$ cat config.mk
export PLATFORM = sky130hd
export DESIGN_NAME = pxm_selector
export DESIGN_NICKNAME = d
export VERILOG_FILES = /design/src/rtl/pxm_pkg.sv /design/src/rtl/pxm_pos_counter.sv /design/src/rtl/pxm_mode_decode.sv /design/src/rtl/pxm_pack.sv /design/src/rtl/pxm_selector.sv
export SDC_FILE = /design/constraint.sdc
export NUM_CORES = 1
export LEC_CHECK = 0
export BUFFER_PORTS_ARGS = -buffer_cell sky130_fd_sc_hd__buf_2
export CAP_MARGIN = 10
export CELL_PAD_IN_SITES_DETAIL_PLACEMENT = 1
export CELL_PAD_IN_SITES_GLOBAL_PLACEMENT = 2
export CORE_MARGIN = 2
export CORE_UTILIZATION = 33
export CTS_BUF_LIST = sky130_fd_sc_hd__clkbuf_4
export DETAILED_ROUTE_END_ITERATION = 8
export PLACE_DENSITY_LB_ADDON = 0.1
export SYNTH_ARGS = -nofsm -noshare
export SYNTH_HDL_FRONTEND = slang
export SYNTH_HIERARCHICAL = 1
export SYNTH_SLANG_ARGS = --single-unit
$ cat constraint.sdc
create_clock -name clk -period 3.65 [get_ports clk]
set_clock_uncertainty 0.05 [all_clocks]
set_input_delay 0.365 -clock clk [delete_from_list [all_inputs] [get_ports clk]]
set_output_delay 0.365 -clock clk [all_outputs]
set_load 0.005 [all_outputs]
$ cat src/rtl/pxm_pkg.sv
// Shared constants and types for the pixel colour selector.
// Assumes 8-bit colour channels and a 32-bit packed output word.
package pxm_pkg;
    localparam int CH_W  = 8;
    localparam int PIX_W = 4 * CH_W;
    localparam logic [CH_W-1:0] DIRECT_TAG = 8'h03;

    typedef logic [CH_W-1:0] chan_t;

    typedef struct packed {
        chan_t r;
        chan_t g;
        chan_t b;
    } rgb_t;
endpackage

$ cat src/rtl/pxm_pos_counter.sv
// Column/row tracker for the source stream.
// Assumes a fixed source stride of STRIDE pixels per line and that cfg_width
// and cfg_height stay constant outside reset (cfg_height >= 1).
module pxm_pos_counter #(
    parameter int STRIDE = 1024,
    parameter int MAX_H  = 768,
    localparam int XW = $clog2(STRIDE),
    localparam int YW = $clog2(MAX_H + 1)
) (
    input  logic          clk,
    input  logic          rst_n,
    input  logic          step,
    input  logic [XW:0]   cfg_width,
    input  logic [YW-1:0] cfg_height,
    output logic          visible,
    output logic          line_start,
    output logic          frame_start
);
    logic [XW-1:0] col_q;
    logic [YW-1:0] row_q;
    logic          col_last;
    logic          row_last;

    assign col_last    = (col_q == XW'(STRIDE - 1));
    assign row_last    = (row_q == (cfg_height - YW'(1)));
    assign visible     = ({1'b0, col_q} < cfg_width);
    assign line_start  = (col_q == '0);
    assign frame_start = (col_q == '0) && (row_q == '0);

    // Advance the column on each accepted pixel, the row at the end of a stride.
    always_ff @(posedge clk) begin
        if (!rst_n) begin
            col_q <= '0;
            row_q <= '0;
        end else if (step) begin
            col_q <= col_last ? '0 : col_q + XW'(1);
            if (col_last) begin
                row_q <= row_last ? '0 : row_q + YW'(1);
            end
        end
    end

    p_row_range_r6: assert property (@(posedge clk) disable iff (!rst_n)
        row_q < cfg_height);
endmodule

$ cat src/rtl/pxm_mode_decode.sv
// Per-pixel colour source decode.
// Selects direct colour when the control tag equals DIRECT_TAG and
// extracts the blue-first channels of the direct-colour word.
module pxm_mode_decode
    import pxm_pkg::*;
(
    input  chan_t              ctrl_tag,
    input  logic [3*CH_W-1:0]  direct_word,
    output logic               use_direct,
    output rgb_t               direct_rgb
);
    // Compare the full tag byte; any other value means palette colour.
    always_comb begin
        use_direct = (ctrl_tag == DIRECT_TAG);
    end

    // Blue sits in the top channel, red in the bottom one.
    always_comb begin
        direct_rgb.b = direct_word[2*CH_W +: CH_W];
        direct_rgb.g = direct_word[CH_W   +: CH_W];
        direct_rgb.r = direct_word[0      +: CH_W];
    end
endmodule

$ cat src/rtl/pxm_pack.sv
// Colour source merge and output packing.
// Picks the direct or palette colour and places the channels in RGB or BGR
// order below a zero top byte.
module pxm_pack
    import pxm_pkg::*;
(
    input  logic             use_direct,
    input  rgb_t             direct_rgb,
    input  rgb_t             pal_rgb,
    input  logic             bgr,
    output logic [PIX_W-1:0] pixel
);
    rgb_t  src;
    chan_t ch [3];

    // Merge the two colour sources.
    always_comb begin
        src   = use_direct ? direct_rgb : pal_rgb;
        ch[0] = src.r;
        ch[1] = src.g;
        ch[2] = src.b;
    end

    assign pixel[PIX_W-1 -: CH_W] = '0;

    // Channel gi lands at slot 2-gi in RGB order; BGR mirrors the order.
    for (genvar gi = 0; gi < 3; gi++) begin : g_slot
        assign pixel[(2-gi)*CH_W +: CH_W] = bgr ? ch[2-gi] : ch[gi];
    end
endmodule

$ cat src/rtl/pxm_selector.sv
// Dual-plane pixel colour selector, top level.
// Two-stage pipeline: stage 1 waits for the palette read (one cycle of latency,
// data held while no new read is issued), stage 2 is the output register.
// Back-pressure stalls both stages and the input together.
module pxm_selector
    import pxm_pkg::*;
#(
    parameter int STRIDE = 1024,
    parameter int MAX_H  = 768,
    parameter int IDX_W  = 8,
    localparam int XW = $clog2(STRIDE),
    localparam int YW = $clog2(MAX_H + 1)
) (
    input  logic              clk,
    input  logic              rst_n,
    input  logic              cfg_bgr,
    input  logic [XW:0]       cfg_width,
    input  logic [YW-1:0]     cfg_height,
    input  logic              in_valid,
    output logic              in_ready,
    input  logic [IDX_W-1:0]  in_index,
    input  logic [PIX_W-1:0]  in_direct,
    input  logic [PIX_W-1:0]  in_ctrl,
    output logic              pal_rd_en,
    output logic [IDX_W-1:0]  pal_rd_addr,
    input  logic [3*CH_W-1:0] pal_rd_data,
    output logic              out_valid,
    input  logic              out_ready,
    output logic [PIX_W-1:0]  out_pixel,
    output logic              out_sol,
    output logic              out_sof
);
    logic accept, visible, line_start, frame_start;
    logic adv1, adv2;
    logic dec_direct;
    rgb_t dec_rgb;

    logic s1_valid, s1_direct, s1_sol, s1_sof;
    rgb_t s1_rgb;
    logic [PIX_W-1:0] s1_pixel;

    logic unused_bits;
    assign unused_bits = ^{in_ctrl[PIX_W-CH_W-1:0], in_direct[PIX_W-1 -: CH_W]};

    assign adv2     = !out_valid || out_ready;
    assign adv1     = !s1_valid || adv2;
    assign in_ready = adv1;
    assign accept   = in_valid && adv1;

    assign pal_rd_en   = accept && visible;
    assign pal_rd_addr = in_index;

    pxm_pos_counter #(.STRIDE(STRIDE), .MAX_H(MAX_H)) u_pos (
        .clk         (clk),
        .rst_n       (rst_n),
        .step        (accept),
        .cfg_width   (cfg_width),
        .cfg_height  (cfg_height),
        .visible     (visible),
        .line_start  (line_start),
        .frame_start (frame_start)
    );

    pxm_mode_decode u_dec (
        .ctrl_tag    (in_ctrl[PIX_W-1 -: CH_W]),
        .direct_word (in_direct[3*CH_W-1:0]),
        .use_direct  (dec_direct),
        .direct_rgb  (dec_rgb)
    );

    pxm_pack u_pack (
        .use_direct (s1_direct),
        .direct_rgb (s1_rgb),
        .pal_rgb    (rgb_t'(pal_rd_data)),
        .bgr        (cfg_bgr),
        .pixel      (s1_pixel)
    );

    // Stage 1: hold mode, direct colour and flags while the palette answers.
    always_ff @(posedge clk) begin
        if (!rst_n) begin
            s1_valid  <= 1'b0;
            s1_direct <= 1'b0;
            s1_rgb    <= '0;
            s1_sol    <= 1'b0;
            s1_sof    <= 1'b0;
        end else if (adv1) begin
            s1_valid <= accept && visible;
            if (accept && visible) begin
                s1_direct <= dec_direct;
                s1_rgb    <= dec_rgb;
                s1_sol    <= line_start;
                s1_sof    <= frame_start;
            end
        end
    end

    // Stage 2: output register, loaded when the sink can take a new pixel.
    always_ff @(posedge clk) begin
        if (!rst_n) begin
            out_valid <= 1'b0;
            out_pixel <= '0;
            out_sol   <= 1'b0;
            out_sof   <= 1'b0;
        end else if (adv2) begin
            out_valid <= s1_valid;
            if (s1_valid) begin
                out_pixel <= s1_pixel;
                out_sol   <= s1_sol;
                out_sof   <= s1_sof;
            end
        end
    end

    p_reset_idle_r1: assert property (@(posedge clk) disable iff (!rst_n)
        !$past(rst_n) |-> !out_valid);

    p_hold_out_r8: assert property (@(posedge clk) disable iff (!rst_n)
        out_valid && !out_ready |=> out_valid && $stable(out_pixel)
                                   && $stable(out_sol) && $stable(out_sof));

    p_full_rate_r9: assert property (@(posedge clk) disable iff (!rst_n)
        out_ready |-> in_ready);

    p_sof_is_sol_r6: assert property (@(posedge clk) disable iff (!rst_n)
        out_valid && out_sof |-> out_sol);

    p_read_on_accept_r7: assert property (@(posedge clk) disable iff (!rst_n)
        pal_rd_en |-> in_valid && in_ready);
endmodule

-- Word-level counts from Yosys, hierarchy flattened
Index checks and enable logic that the tools add are counted.
W data, S select, Z words.
- word-level logic and storage cells: 37
- bits in registers: 75
- output and inout bits: 45
- bits of input ports: 122
- $add $sub $neg: 3
- eq/ne operators: 3
- reductions and logical operators: 12
- order comparisons: 1
- multiplexer cells: 5
- operators by type and width (operator ; count):
    $mux W24 ; 1
    $add A10 B1 Y10 const B ; 2
    $logic_not A10 Y1 ; 2
    $mux W10 ; 2
    $mux W8 ; 2
    $lt A10 B11 Y1 ; 1
    $eq A10 B10 Y1 ; 1
    $eq A10 B10 Y1 const B ; 1
    $sub A10 B1 Y10 const B ; 1
    $eq A8 B2 Y1 const B ; 1
    $reduce_and A2 Y1 ; 3
    $logic_and A1 B1 Y1 ; 3
    $logic_not A1 Y1 ; 2
    $logic_or A1 B1 Y1 ; 2

-- Depth between registers and ports, before layout
- depth after elaboration: 6
- mapped depth: 13
- gate-level depth less buffers: 11

-- Hierarchy
The synthesis kept the hierarchy.
- by module, submodules not included (module ; cells an instance ; instances ; area each (sq um) ; seq. area each (sq um)):
    pxm_selector ; 291 ; 1 ; 2618.8 ; 1261.2
    pxm_pos_counter ; 189 ; 1 ; 1580.3 ; 400.4
    pxm_pack ; 38 ; 1 ; 574.3 ; 0.0
    pxm_mode_decode ; 27 ; 1 ; 203.9 ; 0.0

-- Worst setup path after synthesis
Ideal clock, no wire load.
- path kind: input -> output
- start: input port cfg_width[1]
- end: output port pal_rd_en
- required time: 3.235 ns
- cell stages on the path: 11
- data arrival time: 1.783 ns
- path buffers: 2
- setup slack: 1.452 ns
- cell sequence: inv_1 > ha_1 > a21boi_0 > o21a_1 > o21ai_0 > a21oi_1 > o21ai_0 > nand2_1 > a21oi_2 > buf_6 > buf_12
- word-level cells in the longest chain between the ends: 2
- ends and longest elaborated chain (element ; line ; text):
    from (decl) ; pxm_selector.sv:17 ; input logic [XW:0] cfg_width,
    $lt A10 B11 Y1 ; pxm_pos_counter.sv:26 ; assign visible = ({1'b0, col_q} < cfg_width);
    via visible ; pxm_selector.sv:33 ; logic accept, visible, line_start, frame_start;
    $logic_and A1 B1 Y1 ; pxm_selector.sv:50 ; assign pal_rd_en = accept && visible;
    to (decl) ; pxm_selector.sv:24 ; output logic pal_rd_en,
The timed path passes the listed nets, and every way through them passes these cells.

-- Final worst setup path
- start: register u_pos.col_q[6]
- end: output port pal_rd_en
- word-level cells in the longest chain between the ends: 2
- ends and longest elaborated chain (element ; line ; text):
    from (decl) ; pxm_pos_counter.sv:19 ; logic [XW-1:0] col_q;
    from (signal assigned) ; pxm_pos_counter.sv:36 ; col_q <= col_last ? '0 : col_q + XW'(1);
    $lt A10 B11 Y1 ; pxm_pos_counter.sv:26 ;
    via visible ; pxm_selector.sv:33 ;
    $logic_and A1 B1 Y1 ; pxm_selector.sv:50 ;
The timed path passes the listed nets, and every way through them passes these cells.

==> results.cfg <==
[run_status]
outcome = finished, final reports clean

[floorplanning]
die_width_um = 127
number_of_top_level_design_ports = 167
initial_core_utilization_pct = 34.0
core.rowCount = 44
die-area_mm2 = 0.0161
design.core.area_mm2 = 0.0146
dieHeight_um = 127

[critical_path]
worstPathMaxFanout = 9
timing.critical_path.from_type = flop
crit_path_end_kind = output pin
r2r_slack_ps = 960
reg2regPathDepth = 11
cp_data_required_time_ps = 3230
most_frequent_cell_on_the_critical_path = sky130_fd_sc_hd__o21ai_0
worst-endpoint-arrival_ps = 2700
cpPeakStageDelay_ps = 490
timing.critical_path.slowest_stage_cell = sky130_fd_sc_hd__dfxtp_1
reg2reg_from = u_pos/col_q[6]
r2r-end = s1_rgb[21]
setup.worst_path.class = flop to output pin
crit_path_cell_trace = ha_1 > o21a_1 > o21ai_0 > nand2b_1 > a21oi_1 > nor2_1 > o21ai_0 > nand2_1 > a21oi_4 > buf_2

[sta]
unrepaired_setup_endpoints_after_global_routing = no
worstMarginPinSlew_ps = 1020
final_max_slew_viol_count = 0
slew_headroom_pct = 31.6
sum_of_negative_setup_slack_ps = 0
post-route-period-util_pct = 85.4
clock.fmax_ghz = 0.321
finalCriticalPeriod_ps = 3120
setup_viols_final = 0
hold_viol = 0

[power_and_ir_drop]
power.density_cell_area_mw_per_mm2 = 336
max_vdd_drop_mv = 0.125
power.leakage_nw = 2.40

[detailed_routing]
antenna_left = 0
avgRoutedWirePerCell_um = 16.7
detail_route.vias_per_cell = 5.12
postRouteWirelength_um = 13300
vias = 4096
remaining_drcs = 0
detailedRoute.firstIterationViolations = 236
detailedRoute.firstPassIterationCount = 4

[clock_network]
clock_tree.buffer_depth = 2
path_clk_slew_ps = 130
post-cts-setup-buffer-count = 0
cts_inserted_buffers = 9
cts_tree = yes
cts_htree_levels = 3
numClockSinks = 83
root_buffer = sky130_fd_sc_hd__clkbuf_4
cts-hold-fix-buffers = 0
ctsResizeCount = 0
clock_insertion_delay_worst_skew_ps = 450

[logic_synthesis]
postSynthCellCount = 545
yosysTopAreaCell = sky130_fd_sc_hd__dfxtp_1
synthArstFlopShare_pct = 0
ys_dominant_reg_cell = sky130_fd_sc_hd__dfxtp_1
ys_top_cells_by_area = sky130_fd_sc_hd__dfxtp_1 (33%), sky130_fd_sc_hd__buf_4 (6.5%), sky130_fd_sc_hd__mux4_2 (6.3%)
synth.most_common_cell = sky130_fd_sc_hd__dfxtp_1
sequential_to_total_area_share_from_yosys_stat_pct = 33.4
synth_warnings = 6
synthesized_area_mm2 = 0.00498
post-synth-top-area-fraction_pct = 33.4
synth_enable_flop_cells = 0
synth_cell_types = 53
ys_ff_latch = 83
avgSynthCellArea_um2 = 9.13
synth_common_cells = sky130_fd_sc_hd__dfxtp_1 (83), sky130_fd_sc_hd__nand2_1 (68), sky130_fd_sc_hd__buf_4 (43)

[hold_path]
holdCritPathClass = input pin to flop
hold_path_depth = 3
holdCritStartpoint = in_direct[6]
worst_hold_path.endpoint = s1_rgb[22]

[cells_and_area]
syn_to_final_growth_pct = 10.3
finish.utilization_pct = 37.5
num_antenna_cells = 0
drive_above_1_share_pct = 28.1
finish.instance_area_mm2 = 0.00549
nets = 749

[job]
cap_violations = 0

[grt]
antenna_found_initial = 0
global_route.usage.total_pct = 17.0
maximum_number_of_pins_on_one_net_before_global_route_repair = 38
grt_first_pass_wirelength_um = 21700
grt-ovfl-total = 0
first_global_vias = 4147

[placed_design]
port_buffers = 118
gp_congestion = 0.760
postPlaceCellArea_mm2 = 0.00535
half_perimeter_wire_length_after_placement_um = 9800
placed cells by master (no fill, tap or decap), types with 10 or more instances in the layout:
master,instances
sky130_fd_sc_hd__a21boi_0,29
sky130_fd_sc_hd__a21boi_1,10
sky130_fd_sc_hd__buf_2,118
sky130_fd_sc_hd__clkbuf_4,10
sky130_fd_sc_hd__dfxtp_1,83
sky130_fd_sc_hd__ha_1,14
sky130_fd_sc_hd__inv_1,16
sky130_fd_sc_hd__mux2i_1,28
sky130_fd_sc_hd__mux4_2,14
sky130_fd_sc_hd__nand2_1,68
sky130_fd_sc_hd__nand3_1,42
sky130_fd_sc_hd__nand4_1,12
sky130_fd_sc_hd__nor2_1,20
sky130_fd_sc_hd__o21ai_0,39
sky130_fd_sc_hd__xnor2_1,10
sky130_fd_sc_hd__xor2_1,17
worst max-delay path: cells and delay by family, from the launching register on:
kind	cells	cell delay (ps)
fa+ha+maj	1	280
simple gates	3	290
flops	1	490
buf+inv	1	200
compound gates	5	990
area by class of cell:
type,count,area (um^2)
fill,1767,9160
multi-input combinational,377,2740
sequential,83,1660
timing repair buffer,126,651
tap,184,230
clock buffer,10,75.1
clock inverter,4,67.6
inverter,16,60.1
how the worst max path moves through the flow:
stage	end	startpoint	slack, ps
detailed placement	s1_rgb[9]	cfg_width[1]	810
global placement	s1_rgb[6]	cfg_width[1]	840
global route	pal_rd_en	u_pos/col_q[1]	240
floorplan	pal_rd_en	cfg_width[1]	1450
CTS	pal_rd_en	u_pos/col_q[6]	440
finish	pal_rd_en	u_pos/col_q[6]	530
cell families after synthesis:
logic type	after synthesis	share of synthesized area (%)
adder cells (fa/ha/maj)	14	3.52
flip-flops	83	33.4
AND/OR/NAND/NOR	186	19.4
other	1	0.0753
multiplexers	52	14.8
XOR/XNOR	27	4.75
buffers and inverters	92	12.2
AO/OA/AOI/OAI	90	11.9
sequential cells by signal, summed over array words and instances, names as in the netlist:
| name | count |
|---|---|
| s1_rgb | 24 |
| out_pixel | 32 |
| out_sol | 1 |
| out_sof | 1 |
| s1_direct | 1 |
| u_pos/col_q | 10 |
| s1_valid | 1 |
| s1_sol | 1 |
| s1_sof | 1 |
| out_valid | 1 |
| u_pos/row_q | 10 |
report_power, final:
group          internal, W  total (W)  leakage (nW)  switching (W)
Clock             0.000274   0.000593        0.0774       0.000318
Combinational     0.000129   0.000278          1.65       0.000149
Sequential        0.000948   0.000973         0.679      0.0000251
layer usage:
layer | up-vias | part of all wire, % | global-route usage (%)
li1 | 2003 | - | -
met1 | 1978 | 50 | 24.4
met2 | 96 | 44 | 25.8
met3 | 19 | 4.2 | 3.58
met4 | 0 | 1.5 | 5.04
met5 | - | 0 | 0
stage by stage:
step / hold slack, ps / power [W] / instances / setup slack [ps]
6_report: 88.6 / 0.00184 / 800 / 534
5_1_grt: 50.2 / 0.00195 / 800 / 238
4_1_cts: 49.9 / 0.00188 / 800 / 444
3_5_place_dp: 404 / 0.00128 / 786 / 812
3_3_place_gp: 390 / 0.00127 / 786 / 843
2_1_floorplan: 381 / 0.00119 / 552 / 1450
Power figures use the tool's default switching activity.
